## src/rtl/track_pkg.sv

```systemverilog
package track_pkg;
  localparam int CMD_W = 2;
  localparam int JCT_W = 2;

  localparam logic [CMD_W-1:0] CMD_GO   = 2'b10;
  localparam logic [CMD_W-1:0] CMD_STOP = 2'b00;
  localparam logic [CMD_W-1:0] CMD_REV  = 2'b01;

  typedef enum logic [2:0] {
    ST_FREE     = 3'd0,
    ST_A        = 3'd1,
    ST_B        = 3'd2,
    ST_A_HOLD_B = 3'd3,
    ST_B_HOLD_A = 3'd4
  } sect_state_e;

  // motion command for one train given whether it is being held
  function automatic logic [CMD_W-1:0] motion_cmd(input logic held);
    return held ? CMD_STOP : CMD_GO;
  endfunction

  // junction value: all zeros selects track A, all ones selects track B
  function automatic logic [JCT_W-1:0] junction_code(input logic to_b);
    return to_b ? {JCT_W{1'b1}} : {JCT_W{1'b0}};
  endfunction

  function automatic logic a_inside(input sect_state_e s);
    return (s == ST_A) || (s == ST_A_HOLD_B);
  endfunction

  function automatic logic b_inside(input sect_state_e s);
    return (s == ST_B) || (s == ST_B_HOLD_A);
  endfunction
endpackage

```

## src/rtl/track_fsm.sv

```systemverilog
module track_fsm
  import track_pkg::*;
(
  input  logic        clk,
  input  logic        rst_n,
  input  logic        near_a,
  input  logic        near_b,
  input  logic        clear_a,
  input  logic        clear_b,
  output sect_state_e state,
  output logic        grant_a,
  output logic        grant_b,
  output logic        occupied,
  output logic        exit_evt,
  output logic        held
);
  sect_state_e nxt;

  always_comb begin
    nxt = state;
    unique case (state)
      ST_FREE: begin
        if (near_a)      nxt = near_b ? ST_A_HOLD_B : ST_A;
        else if (near_b) nxt = ST_B;
      end
      ST_A: begin
        if (clear_a)     nxt = near_b ? ST_B : ST_FREE;
        else if (near_b) nxt = ST_A_HOLD_B;
      end
      ST_A_HOLD_B: begin
        if (clear_a)     nxt = ST_B;
      end
      ST_B: begin
        if (clear_b)     nxt = near_a ? ST_A : ST_FREE;
        else if (near_a) nxt = ST_B_HOLD_A;
      end
      ST_B_HOLD_A: begin
        if (clear_b)     nxt = ST_A;
      end
      default:           nxt = ST_FREE;
    endcase
  end

  always_ff @(posedge clk or negedge rst_n) begin
    if (!rst_n) state <= ST_FREE;
    else        state <= nxt;
  end

  // events brought out for the junction register and the checker
  assign grant_a  = a_inside(nxt) && !a_inside(state);
  assign grant_b  = b_inside(nxt) && !b_inside(state);
  assign occupied = (state != ST_FREE);
  assign exit_evt = (a_inside(state) && clear_a) || (b_inside(state) && clear_b);
  assign held     = (state == ST_A_HOLD_B) || (state == ST_B_HOLD_A);
endmodule

```

## src/rtl/track_junction.sv

```systemverilog
module track_junction
  import track_pkg::*;
(
  input  logic             clk,
  input  logic             rst_n,
  input  logic             grant_a,
  input  logic             grant_b,
  output logic [JCT_W-1:0] junction
);
  always_ff @(posedge clk or negedge rst_n) begin
    if (!rst_n)       junction <= junction_code(1'b0);
    else if (grant_a) junction <= junction_code(1'b0);
    else if (grant_b) junction <= junction_code(1'b1);
  end
endmodule

```

## src/rtl/track_outputs.sv

```systemverilog
module track_outputs
  import track_pkg::*;
(
  input  sect_state_e      state,
  output logic [CMD_W-1:0] cmd_a,
  output logic [CMD_W-1:0] cmd_b
);
  assign cmd_a = motion_cmd(state == ST_B_HOLD_A);
  assign cmd_b = motion_cmd(state == ST_A_HOLD_B);
endmodule

```

## src/rtl/track_arbiter.sv

```systemverilog
module track_arbiter
  import track_pkg::*;
(
  input  logic             clk,
  input  logic             rst_n,
  input  logic             near_a_in,
  input  logic             near_b_in,
  input  logic             clear_a_in,
  input  logic             clear_b_in,
  output logic [JCT_W-1:0] junction_o,
  output logic [CMD_W-1:0] cmd_a_o,
  output logic [CMD_W-1:0] cmd_b_o
);
  sect_state_e state;
  logic grant_a_w, grant_b_w, occ_w, exit_w, held_w;

  track_fsm u_fsm (
    .clk(clk), .rst_n(rst_n),
    .near_a(near_a_in), .near_b(near_b_in),
    .clear_a(clear_a_in), .clear_b(clear_b_in),
    .state(state), .grant_a(grant_a_w), .grant_b(grant_b_w),
    .occupied(occ_w), .exit_evt(exit_w), .held(held_w)
  );

  track_junction u_jct (
    .clk(clk), .rst_n(rst_n),
    .grant_a(grant_a_w), .grant_b(grant_b_w),
    .junction(junction_o)
  );

  track_outputs u_out (
    .state(state), .cmd_a(cmd_a_o), .cmd_b(cmd_b_o)
  );
endmodule

```

## config.mk

```make
export PLATFORM = sky130hd
export DESIGN_NAME = track_arbiter
export DESIGN_NICKNAME = d
export VERILOG_FILES = /design/src/rtl/track_pkg.sv /design/src/rtl/track_fsm.sv /design/src/rtl/track_junction.sv /design/src/rtl/track_outputs.sv /design/src/rtl/track_arbiter.sv
export SDC_FILE = /design/constraint.sdc
export NUM_CORES = 1
export LEC_CHECK = 0
export ABC_CLOCK_PERIOD_IN_PS = 1740
export CAP_MARGIN = 20
export CORE_AREA = 4 4 41 43
export CTS_BUF_LIST = sky130_fd_sc_hd__clkbuf_8 sky130_fd_sc_hd__clkbuf_16
export CTS_CLUSTER_SIZE = 14
export DETAILED_ROUTE_END_ITERATION = 10
export DIE_AREA = 0 0 45 47
export DONT_BUFFER_PORTS = 1
export GPL_TIMING_DRIVEN = 0
export PLACE_DENSITY = 0.42
export SLEW_MARGIN = 20
export SYNTH_ARGS = -nofsm -noshare
export SYNTH_HDL_FRONTEND = slang
export SYNTH_HIERARCHICAL = 1
export SYNTH_SLANG_ARGS = --single-unit
```

## constraint.sdc

```tcl
create_clock -name clk -period 1.74 [get_ports clk]
set_input_delay 0 -clock clk [delete_from_list [all_inputs] [get_ports clk]]
set_output_delay 0 -clock clk [all_outputs]
set_load 0.02 [all_outputs]
```

==> flow_summary.yaml <==
outcome:
  status: "finished, final reports clean"
placed_design:
  placed_area_um2: 323
  dpl_worst_slack_ns: 0.352
  portBuffers: 0
  finalWeightedCongestion: 0.766
  dp_cells: 45
  dp_hpwl_um: 439
worst_hold_path:
  holdCritStartpoint: "near_a_in"
  hold_path_class: "in2reg"
critical_path:
  arrival_ns: 1.49
  critPathKind: "reg2reg"
  max_stage_delay_ns: 0.39
  crit_path_end: "u_jct/junction[0]"
  startpoint_type: "register"
  rr_worst_depth: 5
  r2r_setup_slack_ns: 0.35
  required_ns: 1.84
  cp_top_family: "simple AND/OR/NAND/NOR gates"
  crit_start: "u_fsm/state[2]"
  endpoint_kind: "register"
  cp.buffers_inverters: 1
  reg2reg_from: "u_fsm/state[2]"
  critical_path.cell_chain: "buf_6 > or3b_1 > o311ai_2 > nor3_2 > o21ba_1"
  slowest_stage: "dfrtp_1"
  crit_cells: 5
  cp_max_fo: 6
  r2r-end: "u_jct/junction[0]"
power_and_ir_drop:
  swShare_pct: 35.1
  pwr-share-clk_pct: 28.0
  power_frac_seq_pct: 27.0
  p_switching_mw: 0.236
  p_int_mw: 0.437
  total_power_mw: 0.672
  ir_drop_uv: 649
  pwr-share-comb_pct: 45.0
  p_per_area_mw_per_mm2: 1710
  p_leak_nw: 0.175
synth:
  syn_inst: 29
  yosys_warnings: 6
  synth_area_um2: 300
  syn_area_per_cell_um2: 10.4
routing:
  drc: 0
  viasPerCell: 4.29
  ant_nets: 0
  dr.pass1.iters: 2
  via_count: 219
  drt-total-wl_um: 543
  routedWlPerCell_um: 10.6
  drt_iter0_markers: 1
final_layout:
  num_antenna_cells: 0
  final_cells: 51
  multi_input_area_um2: 155
  layout_common_cells: "buf_4, nor2_1, dfrtp_1"
  area_delta_synth_final_pct: 31.3
  fillers: 147
  drive_gt1_share_pct: 33.3
  nets: 44
  ff_latch_area_um2: 100
  final_area_um2: 394
  final_common_cell: "buf_4"
  fin_util_pct: 30.3
clocking:
  clock-sinks: 4
  clockBufferDepth: 2
  cts-htree-levels: 1
  clk_latency_ns: 0.21
  cts-root-buf: "clkbuf_8"
  cts_made_buffers: 3
  cts.repair.resized: 0
  cts_tree: "built"
  clk_pin_slew_ns: 0.03
sta:
  layout_setup_ws_ns: 0.352
  rsz0062_at_grt: "false"
  min_period_ns: 1.39
  setup_tns_ns: 0
  drv_slew: 0
  setup_violations: 0
  hold_ws_ns: 0.00557
  fmax_mhz: 720
  skew_ns: 0.000563
  finalHoldViolations: 0
  finalCritPeriodShare_pct: 79.8
floorplanning:
  dieArea_mm2: 0.00212
  fp.dieW_um: 45
  ios: 12
  start_util_pct: 23.1
  coreArea_mm2: 0.00130
  die_y_um: 47
  rows: 13
grt:
  grt_pass1_wl_um: 862
  antenna_found_initial: 0
  grt_max_degree: 8
  overflow: 0
  grtUsageTotal_pct: 6.03
  grt_pass1_vias: 236
job:
  maxCapViolCount: 0
[timing repair]
item,in CTS,in global routing
hold endpoints to repair,6,0
hold buffers,3,0
setup buffers,0,0
[power by group through the flow]
stage          Clock [mW]  Sequential [mW]  Combinational [mW]
3_5_place_dp            0            0.184               0.297
2_1_floorplan           0            0.174               0.270
3_3_place_gp            0            0.183               0.301
6_report            0.188            0.182               0.303
4_1_cts             0.196            0.183               0.305
5_1_grt             0.204            0.190               0.328
[layer usage]
layer / part of all wire (%) / track usage, %
met5: 0 / 0
met4: 0 / 3.51
met3: 11 / 4.21
met2: 45 / 8.47
met1: 43 / 6.67
[worst reg2reg max path, stage by stage, from the launching register on]
cell and delay, ns:
dfrtp_1 0.39, buf_6 0.14, or3b_1 0.36, o311ai_2 0.12, nor3_2 0.08, o21ba_1 0.18
[worst min-delay path by stage]
stage,endpoint,slack [ns],cells after the start
after floorplan,u_fsm/state[0],-0.30,0
after global placement,u_fsm/state[1],-0.30,0
after detailed placement,u_fsm/state[2],-0.30,0
after CTS,u_fsm/state[1],0.008,3
after global routing,u_fsm/state[1],0.04,3
final,u_fsm/state[1],0.006,3
[final cells by class]
| class | count | area share (%) |
|---|---|---|
| well taps | 15 | 4.76 |
| repair buffers | 3 | 7.62 |
| clock buffers | 3 | 10.5 |
| flip-flops and latches | 4 | 25.4 |
| multi-input cells | 20 | 39.4 |
| plain buffers | 6 | 12.4 |
[state kept, by name (all words and copies together) (netlist names)]
signal	cells
u_fsm/state	3
u_jct/junction	1
Note: power is estimated with default switching activity, not from simulation.
